==> src/rtl/alu8_pkg.sv <==
package alu8_pkg;
  typedef enum logic [3:0] {
    OP_ADD = 4'd0,  OP_SUB = 4'd1,  OP_CMP = 4'd2,  OP_AND = 4'd3,
    OP_OR  = 4'd4,  OP_XOR = 4'd5,  OP_BIT = 4'd6,  OP_SHL = 4'd7,
    OP_SHR = 4'd8,  OP_ROL = 4'd9,  OP_ROR = 4'd10, OP_INC = 4'd11,
    OP_DEC = 4'd12
  } alu_op_e;

  typedef struct packed {
    logic n;
    logic v;
    logic z;
    logic c;
  } flags_t;

  localparam int NFLAGS = 4;
endpackage

==> src/rtl/alu8_arith.sv <==
module alu8_arith
  import alu8_pkg::*;
#(
  parameter int DW = 8
) (
  input  alu_op_e         op,
  input  logic [DW-1:0]   a,
  input  logic [DW-1:0]   m,
  input  logic            cin,
  output logic [DW-1:0]   sum,
  output logic            cout,
  output logic            ovf
);
  localparam int MSB = DW - 1;

  function automatic logic [DW:0] add_c(input logic [DW-1:0] x,
                                        input logic [DW-1:0] y,
                                        input logic ci);
    return {1'b0, x} + {1'b0, y} + {{DW{1'b0}}, ci};
  endfunction

  function automatic logic sign_ovf(input logic [DW-1:0] x,
                                    input logic [DW-1:0] y,
                                    input logic [DW-1:0] s);
    return (x[MSB] == y[MSB]) && (s[MSB] != x[MSB]);
  endfunction

  logic [DW-1:0] opx, opy;
  logic          opc;
  logic [DW:0]   full;

  always_comb begin
    opx = a;
    opy = m;
    opc = cin;
    case (op)
      OP_SUB: begin opy = ~m; end
      OP_CMP: begin opy = ~m; opc = 1'b1; end
      OP_INC: begin opx = m; opy = '0;  opc = 1'b1; end
      OP_DEC: begin opx = m; opy = '1;  opc = 1'b0; end
      default: ;
    endcase
  end

  assign full = add_c(opx, opy, opc);
  assign sum  = full[DW-1:0];
  assign cout = full[DW];
  assign ovf  = sign_ovf(opx, opy, full[DW-1:0]);
endmodule

==> src/rtl/alu8_logic.sv <==
module alu8_logic
  import alu8_pkg::*;
#(
  parameter int DW = 8
) (
  input  alu_op_e         op,
  input  logic [DW-1:0]   a,
  input  logic [DW-1:0]   m,
  output logic [DW-1:0]   res
);
  always_comb begin
    case (op)
      OP_OR:   res = a | m;
      OP_XOR:  res = a ^ m;
      default: res = a & m;
    endcase
  end
endmodule

==> src/rtl/alu8_shift.sv <==
module alu8_shift
  import alu8_pkg::*;
#(
  parameter int DW = 8
) (
  input  alu_op_e         op,
  input  logic [DW-1:0]   a,
  input  logic            cin,
  output logic [DW-1:0]   res,
  output logic            cout
);
  localparam int MSB = DW - 1;

  always_comb begin
    case (op)
      OP_SHL:  begin res = {a[MSB-1:0], 1'b0}; cout = a[MSB]; end
      OP_SHR:  begin res = {1'b0, a[MSB:1]};   cout = a[0];   end
      OP_ROL:  begin res = {a[MSB-1:0], cin};  cout = a[MSB]; end
      OP_ROR:  begin res = {cin, a[MSB:1]};    cout = a[0];   end
      default: begin res = a;                  cout = cin;    end
    endcase
  end
endmodule

==> src/rtl/alu8_outreg.sv <==
module alu8_outreg
  import alu8_pkg::*;
#(
  parameter int DW = 8
) (
  input  logic            clk,
  input  logic            rst_n,
  input  logic            load,
  input  logic            res_we,
  input  logic [DW-1:0]   res_d,
  input  flags_t          flag_we,
  input  flags_t          flag_d,
  output logic [DW-1:0]   res_q,
  output logic            wr_q,
  output logic            vld_q,
  output flags_t          flag_q
);
  logic [NFLAGS-1:0] we_v, d_v, q_v;
  assign we_v   = flag_we;
  assign d_v    = flag_d;
  assign flag_q = q_v;

  for (genvar i = 0; i < NFLAGS; i++) begin : g_flag
    always_ff @(posedge clk or negedge rst_n) begin
      if (!rst_n)                q_v[i] <= 1'b0;
      else if (load && we_v[i])  q_v[i] <= d_v[i];
    end
  end

  always_ff @(posedge clk or negedge rst_n) begin
    if (!rst_n) begin
      res_q <= '0;
      wr_q  <= 1'b0;
      vld_q <= 1'b0;
    end else begin
      vld_q <= load;
      wr_q  <= load && res_we;
      if (load && res_we) res_q <= res_d;
    end
  end
endmodule

==> src/rtl/alu8_flags.sv <==
module alu8_flags
  import alu8_pkg::*;
#(
  parameter int DW = 8
) (
  input  logic            clk,
  input  logic            rst_n,
  input  logic            in_valid,
  input  logic [3:0]      op,
  input  logic [DW-1:0]   reg_opd,
  input  logic [DW-1:0]   mem_opd,
  input  logic            carry_in,
  output logic [DW-1:0]   res_q,
  output logic            res_wr_q,
  output logic            out_valid_q,
  output logic            flag_n_q,
  output logic            flag_v_q,
  output logic            flag_z_q,
  output logic            flag_c_q
);
  localparam int MSB = DW - 1;

  alu_op_e       op_e;
  logic [DW-1:0] arith_sum, logic_res, shift_res, nxt_res;
  logic          arith_cout, arith_ovf, shift_cout, res_we;
  flags_t        flag_we, nxt_flags, flags_q;

  assign op_e = alu_op_e'(op);

  alu8_arith #(.DW(DW)) u_arith (
    .op(op_e), .a(reg_opd), .m(mem_opd), .cin(carry_in),
    .sum(arith_sum), .cout(arith_cout), .ovf(arith_ovf));

  alu8_logic #(.DW(DW)) u_logic (
    .op(op_e), .a(reg_opd), .m(mem_opd), .res(logic_res));

  alu8_shift #(.DW(DW)) u_shift (
    .op(op_e), .a(reg_opd), .cin(carry_in),
    .res(shift_res), .cout(shift_cout));

  always_comb begin
    nxt_res   = arith_sum;
    res_we    = 1'b0;
    flag_we   = '0;
    nxt_flags = '0;
    case (op_e)
      OP_ADD, OP_SUB: begin
        res_we    = 1'b1;
        flag_we   = '{n: 1'b1, v: 1'b1, z: 1'b1, c: 1'b1};
        nxt_flags = '{n: arith_sum[MSB], v: arith_ovf,
                      z: (arith_sum == '0), c: arith_cout};
      end
      OP_CMP: begin
        flag_we   = '{n: 1'b1, v: 1'b0, z: 1'b1, c: 1'b1};
        nxt_flags = '{n: arith_sum[MSB], v: 1'b0,
                      z: (arith_sum == '0), c: arith_cout};
      end
      OP_AND, OP_OR, OP_XOR: begin
        nxt_res   = logic_res;
        res_we    = 1'b1;
        flag_we   = '{n: 1'b1, v: 1'b0, z: 1'b1, c: 1'b0};
        nxt_flags = '{n: logic_res[MSB], v: 1'b0,
                      z: (logic_res == '0), c: 1'b0};
      end
      OP_BIT: begin
        flag_we   = '{n: 1'b1, v: 1'b1, z: 1'b1, c: 1'b0};
        nxt_flags = '{n: mem_opd[MSB], v: mem_opd[MSB-1],
                      z: (logic_res == '0), c: 1'b0};
      end
      OP_SHL, OP_SHR, OP_ROL, OP_ROR: begin
        nxt_res   = shift_res;
        res_we    = 1'b1;
        flag_we   = '{n: 1'b1, v: 1'b0, z: 1'b1, c: 1'b1};
        nxt_flags = '{n: (op_e == OP_SHR) ? 1'b0 : shift_res[MSB], v: 1'b0,
                      z: (shift_res == '0), c: shift_cout};
      end
      OP_INC, OP_DEC: begin
        res_we    = 1'b1;
        flag_we   = '{n: 1'b1, v: 1'b0, z: 1'b1, c: 1'b0};
        nxt_flags = '{n: arith_sum[MSB], v: 1'b0,
                      z: (arith_sum == '0), c: 1'b0};
      end
      default: ;
    endcase
  end

  alu8_outreg #(.DW(DW)) u_out (
    .clk(clk), .rst_n(rst_n), .load(in_valid), .res_we(res_we),
    .res_d(nxt_res), .flag_we(flag_we), .flag_d(nxt_flags),
    .res_q(res_q), .wr_q(res_wr_q), .vld_q(out_valid_q), .flag_q(flags_q));

  assign flag_n_q = flags_q.n;
  assign flag_v_q = flags_q.v;
  assign flag_z_q = flags_q.z;
  assign flag_c_q = flags_q.c;
endmodule

==> config.mk <==
export PLATFORM = sky130hd
export DESIGN_NAME = alu8_flags
export DESIGN_NICKNAME = d
export VERILOG_FILES = /design/src/rtl/alu8_pkg.sv /design/src/rtl/alu8_arith.sv /design/src/rtl/alu8_logic.sv /design/src/rtl/alu8_shift.sv /design/src/rtl/alu8_outreg.sv /design/src/rtl/alu8_flags.sv
export SDC_FILE = /design/constraint.sdc
export NUM_CORES = 1
export LEC_CHECK = 0
export BUFFER_PORTS_ARGS = -buffer_cell sky130_fd_sc_hd__buf_2
export CORE_AREA = 2 2 131 69
export CTS_CLUSTER_DIAMETER = 80
export DETAILED_ROUTE_END_ITERATION = 6
export DIE_AREA = 0 0 133 71
export PLACE_DENSITY = 0.43
export SKIP_CTS_REPAIR_TIMING = 1
export SYNTH_ARGS = -nofsm -noshare
export SYNTH_HDL_FRONTEND = slang
export SYNTH_SLANG_ARGS = --single-unit
export TNS_END_PERCENT = 1
==> constraint.sdc <==
create_clock -name clk -period 0.9 [get_ports clk]
set_input_delay 0.18 -clock clk [delete_from_list [all_inputs] [get_ports clk]]
set_output_delay 0.18 -clock clk [all_outputs]
set_load 0.01 [all_outputs]
==> impl_metrics.csv, run 1 <==
group,metric,value,unit
clocking,root_buffer,"clkbuf_16",
placed_design,port_buffers,37,
placed_design,dp_hpwl,8004,um
setup_path,cp-end-kind,"flip-flop",
run_status,status,"finished, violations left",
global_route,grt_max_degree,16,
detailed_routing,wl_per_cell,16.39,um
detailed_routing,wl,9573,um
synthesis,syn_avg_cell_area,6.950,um2
die,dieHeight,71,um
setup_path,crit_family,"compound AO/OA/AOI/OAI gates",
timing,finalWorstSetupSlack,-1.597,ns
setup_path,cp.arrival,2.67,ns
synthesis,synth_flop_cell,"dfrtp_1",
timing,timing.hold.ws,0.2358,ns
timing,drv_slew,0,
detailed_routing,route.detailed.drc,0,
synthesis,synth_top_area_share,14.96,%
layout,insertedDiodeCount,0,
synthesis,yosysWarnings,0,
detailed_routing,vias,2975,
placed_design,place_area,3391,um2
die,pin_count,38,
synthesis,synth_top_area_cell,"dfrtp_1",
setup_path,critPathMaxStageDelay,0.39,ns
clocking,path_clk_slew,0.04,ns
synthesis,syn_area,2342,um2
clocking,cts_buffer_depth,2,
setup_path,path_cells,"buf_8, or2_4, o21ai_2, a21oi_2, o211a_1, fa_2, fa_2, nor2b_4, o31ai_4, a21boi_2, nor4_1, a31o_1",
die,core_area,8378,um2
power,ir_worst_vdd,0.6115,mV
global_route,antenna_found_initial,0,
synthesis,synth_cells,337,
clocking,cts_htree_levels,1,
synthesis,syn_nets,386,
detailed_routing,final_antenna_net_count,0,
layout,drive_gt1_share,38.76,%
timing,max_slew_margin,72.29,%
die,rows,24,
synthesis,ys_seq_area_share,14.96,%
die,die_area,9443,um2
setup_path,path_max_fanout,6,
clocking,worstSkewPairLatency,0.24,ns
global_route,grt_pass1_vias,2679,
hold_path,worstHoldPathType,"input port to flip-flop",
placed_design,place_congestion,0.9734,
synthesis,synth_area_leaders,"dfrtp_1, ha_1, o21ai_0",
setup_path,worst-path-buf-inv,1,
timing,timing.fmax,0.4004,GHz
synthesis,ys_async_sr_fraction,100.0,%
setup_path,cp_common_cell,"fa_2",
global_route,grt_pass1_wl,14750,um
setup_path,crit_type,"input port to flip-flop",
die,die_x,133,um
timing,setup_viol,25,
power,powerDensity,1140,nW/um2
clocking,cts.sink_count,14,
detailed_routing,viasPerCell,5.094,
detailed_routing,dr.pass1.iters,4,
detailed_routing,drt-initial-drc-count,153,
global_route,grt-ovfl-total,0,
layout,final_area,3664,um2
timing,fin_tns_setup,-17.91,ns
timing,rsz0062_at_grt,"true",
setup_path,crit_required,1.08,ns
clocking,numCtsBuffers,3,
synthesis,synthMostInstantiatedCell,"o21ai_0",
global_route,grt_use_total,20.20,%
synthesis,synth_cell_types,59,
layout,num-nets-final,518,
setup_path,cp_slowest_cell,"fa_2",
setup_path,crit_path_start_kind,"input port",
flow_run,drv_cap,0,
power,p_leak,1.748,nW
timing,fin_crit_sh,277.5,%
timing,period_minus_slack,2.497,ns
clocking,cts_tree,"yes",
timing,fin_skew,0,ns
synthesis,synth_common_cells,"o21ai_0, nand2_1, nor2_1, a21oi_1, inv_1",
die,initial_utilization,27.96,%
layout,areaGrowthSynthToFinish,56.41,%
timing,tightest_slew,0.4145,ns
run_status,violations,"negative setup slack",
timing,final-hold-violation-count,0,
synthesis,ys_ff_latch,14,
synthesis,synth_edf_count,0,
## state kept, by name, indices dropped and copies added (netlist names)
signal and cells:
u_out.res_q 8, u_out.flag_q 4, u_out.vld_q 1, u_out.wr_q 1
## metal layers
| layer | vias up | part of all wire [%] | GRT usage (%) | wire length, um |
|---|---|---|---|---|
| li1 | 1478 | - | - | - |
| met1 | 1392 | 55 | 33.32 | 5258 |
| met2 | 101 | 38 | 27.40 | 3623 |
| met3 | 4 | 7.1 | 3.369 | 675 |
| met4 | 0 | 0.15 | 1.912 | 14 |
| met5 | - | 0 | 0 | 0 |
## power breakdown
| part | internal (mW) | switching [mW] |
|---|---|---|
| Clock | 0.578 | 0.225 |
| Sequential | 0.760 | 0.0681 |
| Combinational | 1.21 | 1.33 |
## cells in the final DEF (no fill, tap or decap), drive strengths merged, types with 5 or more instances in the layout
master	count
inv	25
o211ai	8
a21oi	27
nor2b	10
nand2b	5
dfrtp	14
nand3	5
o22ai	5
o21a	6
a221oi	5
nor3	6
nand2	37
buf	141
o21ai	44
nor2	37
ha	23
## final timing paths
kind | end | cells after the start | slack, ns | startpoint
worst max-delay path | u_out.flag_q[1]$_DFFE_PN0P_ | 12 | -1.60 | op[2]
worst min-delay path | u_out.vld_q$_DFF_PN0_ | 2 | 0.24 | in_valid
worst max register to register | u_out.flag_q[1]$_DFFE_PN0P_ | 3 | -0.10 | u_out.flag_q[1]$_DFFE_PN0P_
worst min register to register | u_out.res_q[3]$_DFFE_PN0P_ | 2 | 0.47 | u_out.res_q[3]$_DFFE_PN0P_
max in group asynchronous | u_out.res_q[3]$_DFFE_PN0P_ | 2 | 0.28 | rst_n
min in group asynchronous | u_out.res_q[0]$_DFFE_PN0P_ | 2 | 0.37 | rst_n
## metrics by stage
step | total power [mW] | utilization (%) | cells | worst slack (ns)
finish | 4.176 | 43.73 | 584 | -1.597
global placement | 3.062 | 40.47 | 579 | -1.972
floorplan | 1.994 | - | 337 | -1.810
detailed placement | 3.072 | 40.47 | 579 | -2.021
CTS | 3.908 | 41.37 | 582 | -1.772
global route | 4.496 | 43.73 | 584 | -1.709
## area by class of cell
| class | instances | area (um2) |
|---|---|---|
| timing repair buffer | 143 | 1023 |
| inverter | 25 | 93.84 |
| tap | 117 | 146.4 |
| sequential | 14 | 350.3 |
| multi-input combinational | 282 | 1974 |
| clock buffer | 3 | 75.07 |
| fill | 876 | 4715 |
## cells by family (layout without fill, tap and decap cells)
family / count (synthesis) / count (layout) / synth area share, %
flops: 14 / 14 / 14.96
compound gates: 124 / 124 / 33.12
mux: 4 / 4 / 1.709
fa+ha+maj: 25 / 25 / 14.00
xor+xnor: 6 / 6 / 2.244
buf+inv: 41 / 171 / 7.585
simple gates: 123 / 123 / 26.39
(Power assumes the default switching activity.)
==> inputs of run 2 (changes only) <==
--- a/config.mk
+++ b/config.mk
@@ -7,6 +7,7 @@
 export LEC_CHECK = 0
 export BUFFER_PORTS_ARGS = -buffer_cell sky130_fd_sc_hd__buf_2
 export CORE_AREA = 2 2 131 69
+export CTS_BUF_LIST = sky130_fd_sc_hd__clkbuf_2 sky130_fd_sc_hd__clkbuf_4 sky130_fd_sc_hd__clkbuf_8
 export CTS_CLUSTER_DIAMETER = 80
 export DETAILED_ROUTE_END_ITERATION = 6
 export DIE_AREA = 0 0 133 71
==> impl_metrics.csv, run 2 (synthesized netlist as in run 1, its figures left out) <==
group,metric,value,unit
timing,fin_crit_sh,277.4,%
layout,drive_gt1_share,38.76,%
timing,max_slew_margin,73.20,%
die,die_x,133,um
clocking,cts_tree,"yes",
power,powerDensity,1065,nW/um2
placed_design,dp_hpwl,8004,um
timing,finalWorstSetupSlack,-1.597,ns
setup_path,r2r_end,"u_out.flag_q[1]$_DFFE_PN0P_",
global_route,grt_max_degree,16,
die,die_area,9443,um2
timing,tightest_slew,0.4009,ns
hold_path,holdPathStages,2,
layout,top_register,"u_out.res_q",
detailed_routing,drt-initial-drc-count,190,
hold_path,hp-start,"in_valid",
setup_path,crit_path_start_kind,"input port",
global_route,antenna_found_initial,0,
layout,final_area,3630,um2
flow_run,drv_cap,0,
power,p_leak,1.732,nW
global_route,grt_pass1_vias,2667,
hold_path,worstHoldPathType,"input port to flip-flop",
layout,largest_reg_flops,8,
clocking,root_buffer,"clkbuf_8",
clocking,worstSkewPairLatency,0.24,ns
setup_path,cp.arrival,2.67,ns
placed_design,preCtsSetupSlack,-2.021,ns
detailed_routing,final_antenna_net_count,0,
timing,period_minus_slack,2.497,ns
run_status,status,"finished, violations left",
placed_design,port_buffers,37,
placed_design,place_congestion,0.9734,
clocking,cts_htree_levels,1,
layout,layout_commonest_cell,"buf_4",
setup_path,crit_type,"input port to flip-flop",
clocking,path_clk_slew,0.05,ns
timing,timing.fmax,0.4005,GHz
timing,setup_viol,25,
detailed_routing,viasPerCell,5.067,
power,fin_total_pwr,3.864,mW
setup_path,reg2reg_from,"u_out.flag_q[1]$_DFFE_PN0P_",
global_route,grt_pass1_wl,14650,um
timing,rsz0062_at_grt,"true",
timing,fin_skew,0,ns
timing,fin_tns_setup,-17.99,ns
global_route,grt_use_total,19.97,%
timing,final-hold-violation-count,0,
clocking,cts_buffer_depth,2,
detailed_routing,wl,9564,um
timing,drv_slew,0,
hold_path,min_to,"u_out.vld_q$_DFF_PN0_",
power,ir_worst_vdd,0.4614,mV
setup_path,cp-end-kind,"flip-flop",
setup_path,rrSetupSlack,-0.10,ns
setup_path,worstRegToRegCells,3,
detailed_routing,dr.pass1.iters,4,
layout,layout_common_cells,"buf_4, nand2_1, o21ai_0",
detailed_routing,route.detailed.drc,0,
die,dieHeight,71,um
global_route,grt-ovfl-total,0,
timing,timing.hold.ws,0.2350,ns
layout,num-nets-final,518,
run_status,violations,"negative setup slack",
layout,areaGrowthSynthToFinish,54.97,%
clocking,numCtsBuffers,3,
die,rows,24,
layout,insertedDiodeCount,0,
die,core_area,8378,um2
placed_design,place_area,3391,um2
setup_path,path_max_fanout,6,
die,pin_count,38,
die,initial_utilization,27.96,%
clocking,cts.sink_count,14,
setup_path,crit_required,1.08,ns
detailed_routing,vias,2959,
detailed_routing,wl_per_cell,16.38,um
run 2: cell counts in the layout (fill, tap and decap cells not counted):
Identical to the previous run, type by type.
run 2: area by class of cell:
type	instances	area, um2
well taps	117	146.4
flip-flops and latches	14	350.3
fillers	884	4748
repair buffers	143	1023
inverters	25	93.84
clock buffers	3	41.29
multi-input cells	282	1974
run 2: report_power, final:
part           internal (mW)  total (mW)  switching [mW]
registers              0.759       0.829          0.0703
clock network          0.295       0.489           0.194
logic                   1.21        2.55            1.34
total                   2.26        3.86            1.60
run 2: how the worst max path moves through the flow:
stage | from | to | cells after the start
2_1_floorplan | op[0] | u_out.flag_q[1]$_DFFE_PN0P_ | 14
3_3_place_gp | op[2] | u_out.flag_q[1]$_DFFE_PN0P_ | 13
3_5_place_dp | op[2] | u_out.flag_q[1]$_DFFE_PN0P_ | 13
4_1_cts | op[2] | u_out.flag_q[1]$_DFFE_PN0P_ | 13
5_1_grt | op[1] | u_out.flag_q[2]$_DFFE_PN0P_ | 14
6_report | op[2] | u_out.flag_q[1]$_DFFE_PN0P_ | 12
run 2: metrics by stage:
stage          std cells  utilization [%]
4_1_cts              582            40.96
2_1_floorplan        337                -
3_5_place_dp         579            40.47
6_report             584            43.32
5_1_grt              584            43.32
3_3_place_gp         579            40.47
run 2: routing by layer:
metal  part of all wire (%)  wire length (um)  vias up  GRT usage (%)
met3                    5.4               519        0          3.154
met2                     38              3601       86          27.17
met4                      0                 0        0          1.195
met5                      0                 0        -              0
met1                     57              5442     1396          33.23
li1                       -                 -     1477              -
run 2: critical path: stages:
cell,delay [ns]
buf_8,0.10
or2_4,0.26
o21ai_2,0.15
a21oi_2,0.07
o211a_1,0.22
fa_2,0.39
fa_2,0.39
nor2b_4,0.17
o31ai_4,0.08
a21boi_2,0.20
nor4_1,0.27
a31o_1,0.19
==> inputs of run 3 (changes only) <==
--- a/config.mk
+++ b/config.mk
@@ -5,13 +5,14 @@
 export SDC_FILE = /design/constraint.sdc
 export NUM_CORES = 1
 export LEC_CHECK = 0
-export BUFFER_PORTS_ARGS = -buffer_cell sky130_fd_sc_hd__buf_2
+export BUFFER_PORTS_ARGS = -buffer_cell sky130_fd_sc_hd__buf_4
 export CORE_AREA = 2 2 131 69
 export CTS_BUF_LIST = sky130_fd_sc_hd__clkbuf_2 sky130_fd_sc_hd__clkbuf_4 sky130_fd_sc_hd__clkbuf_8
 export CTS_CLUSTER_DIAMETER = 80
 export DETAILED_ROUTE_END_ITERATION = 6
 export DIE_AREA = 0 0 133 71
 export PLACE_DENSITY = 0.43
+export RECOVER_POWER = 100
 export SKIP_CTS_REPAIR_TIMING = 1
 export SYNTH_ARGS = -nofsm -noshare
 export SYNTH_HDL_FRONTEND = slang
==> impl_metrics.csv, run 3 (synthesized netlist as in run 1, its figures left out) <==
group,metric,value,unit
run_status,status,"finished, violations left",
run_status,violations,"negative setup slack",
die,rows,24,
detailed_routing,final_antenna_net_count,0,
power,p_switching,1.623,mW
power,swShare,39.41,%
setup_path,path_max_fanout,9,
clocking,cts_buffer_depth,2,
layout,largest_reg_flops,8,
hold_path,worstHoldPathType,"input port to flip-flop",
layout,insertedDiodeCount,0,
clocking,worstSkewPairLatency,0.25,ns
timing,drv_slew,0,
global_route,grt_max_degree,26,
placed_design,place_congestion,0.9235,
detailed_routing,vias,3008,
setup_path,cp.arrival,2.56,ns
setup_path,crit_required,1.03,ns
setup_path,reg2reg_from,"u_out.flag_q[1]$_DFFE_PN0P_",
global_route,grt_use_total,20.61,%
timing,fin_crit_sh,269.9,%
die,dieHeight,71,um
timing,rsz0062_at_grt,"true",
timing,tightest_slew,0.3679,ns
setup_path,critPathMaxStageDelay,0.31,ns
setup_path,r2r_end,"u_out.flag_q[1]$_DFFE_PN0P_",
hold_path,holdPathStages,2,
clocking,path_clk_slew,0.06,ns
placed_design,preCtsSetupSlack,-1.956,ns
detailed_routing,wl_per_cell,16.47,um
global_route,grt_pass1_vias,2738,
layout,top_register,"u_out.res_q",
placed_design,port_buffers,37,
clocking,cts_tree,"yes",
timing,max_slew_margin,75.47,%
setup_path,cp_common_cell,"buf_4",
layout,areaGrowthSynthToFinish,61.70,%
die,die_x,133,um
timing,fin_skew,0,ns
die,die_area,9443,um2
timing,timing.fmax,0.4116,GHz
clocking,cts.sink_count,14,
setup_path,rrSetupSlack,-0.16,ns
layout,layout_common_cells,"buf_4, nand2_1, o21ai_0",
setup_path,path_cells,"buf_12, buf_4, nor3b_2, o21ai_4, buf_4, buf_4, o21ai_0, ha_1, nor3_1, nor2_1, a2bb2oi_2, xnor2_1, nor2_1, o41a_1",
hold_path,hp-start,"in_valid",
power,combPwrFrac,64.1,%
power,p_clk_share,15.0,%
detailed_routing,drt-initial-drc-count,267,
timing,timing.hold.ws,0.2457,ns
clocking,cts_htree_levels,1,
power,fin_total_pwr,4.119,mW
power,pwr-share-seq,20.9,%
layout,layout_commonest_cell,"buf_4",
timing,setup_viol,27,
detailed_routing,wl,9537,um
setup_path,crit_type,"input port to flip-flop",
timing,final-hold-violation-count,0,
power,ir_worst_vdd,0.5335,mV
global_route,grt_pass1_wl,15230,um
setup_path,cp_slowest_cell,"ha_1",
detailed_routing,dr.pass1.iters,5,
power,internal-power,2.496,mW
timing,period_minus_slack,2.429,ns
placed_design,dp_hpwl,8001,um
hold_path,min_to,"u_out.vld_q$_DFF_PN0_",
setup_path,cp-end-kind,"flip-flop",
power,p_leak,1.760,nW
layout,final_area,3787,um2
global_route,grt-ovfl-total,0,
global_route,antenna_found_initial,0,
die,core_area,8378,um2
detailed_routing,route.detailed.drc,0,
flow_run,drv_cap,0,
die,initial_utilization,27.96,%
layout,drive_gt1_share,38.10,%
die,pin_count,38,
placed_design,place_area,3483,um2
setup_path,crit_path_start_kind,"input port",
clocking,root_buffer,"clkbuf_8",
layout,num-nets-final,512,
power,powerDensity,1088,nW/um2
detailed_routing,viasPerCell,5.195,
layout,final_core_util,45.21,%
setup_path,worstRegToRegCells,3,
clocking,numCtsBuffers,3,
timing,finalWorstSetupSlack,-1.529,ns
[run 3: layer usage]
layer | GRT usage (%) | wire length [um]
met1 | 34.98 | 5382
met4 | 1.553 | 57
met2 | 26.94 | 3513
met5 | 0 | 0
met3 | 3.369 | 584
[run 3: worst max path at each step]
stage                     startpoint                           to  slack (ns)
after floorplan                op[0]  u_out.flag_q[1]$_DFFE_PN0P_       -1.81
after global placement         op[0]  u_out.flag_q[1]$_DFFE_PN0P_       -1.94
after detailed placement       op[0]  u_out.flag_q[1]$_DFFE_PN0P_       -1.96
after CTS                      op[0]  u_out.flag_q[1]$_DFFE_PN0P_       -1.71
after global routing           op[0]  u_out.flag_q[1]$_DFFE_PN0P_       -1.68
final                          op[0]  u_out.flag_q[2]$_DFFE_PN0P_       -1.53
[run 3: final cells by class]
class / count / area [um2]
Multi-Input combinational cell: 282 / 1987
Tap cell: 117 / 146.4
Fill cell: 844 / 4591
Sequential cell: 14 / 350.3
Timing Repair Buffer: 137 / 1155
Clock buffer: 4 / 55.05
Inverter: 25 / 93.84
[run 3: critical path, delay by kind of cell]
family	cells	cell delay (ns)
AND/OR/NAND/NOR	4	0.53
buffers and inverters	4	0.57
adder cells (fa/ha/maj)	1	0.31
XOR/XNOR	1	0.14
AO/OA/AOI/OAI	4	0.84
[run 3: stage by stage]
step / TNS (ns) / std cells
2_1_floorplan: -18.80 / 337
3_3_place_gp: -21.83 / 574
3_5_place_dp: -22.27 / 574
4_1_cts: -20.13 / 578
5_1_grt: -19.73 / 579
6_report: -17.59 / 579
[run 3: power by group through the flow]
stage / sequential (mW) / combinational (mW) / clock [mW]
floorplan: 0.898 / 1.10 / 0
global placement: 0.842 / 2.33 / 0
detailed placement: 0.845 / 2.33 / 0
CTS: 0.833 / 2.34 / 0.636
global route: 0.876 / 2.88 / 0.660
finish: 0.860 / 2.64 / 0.619
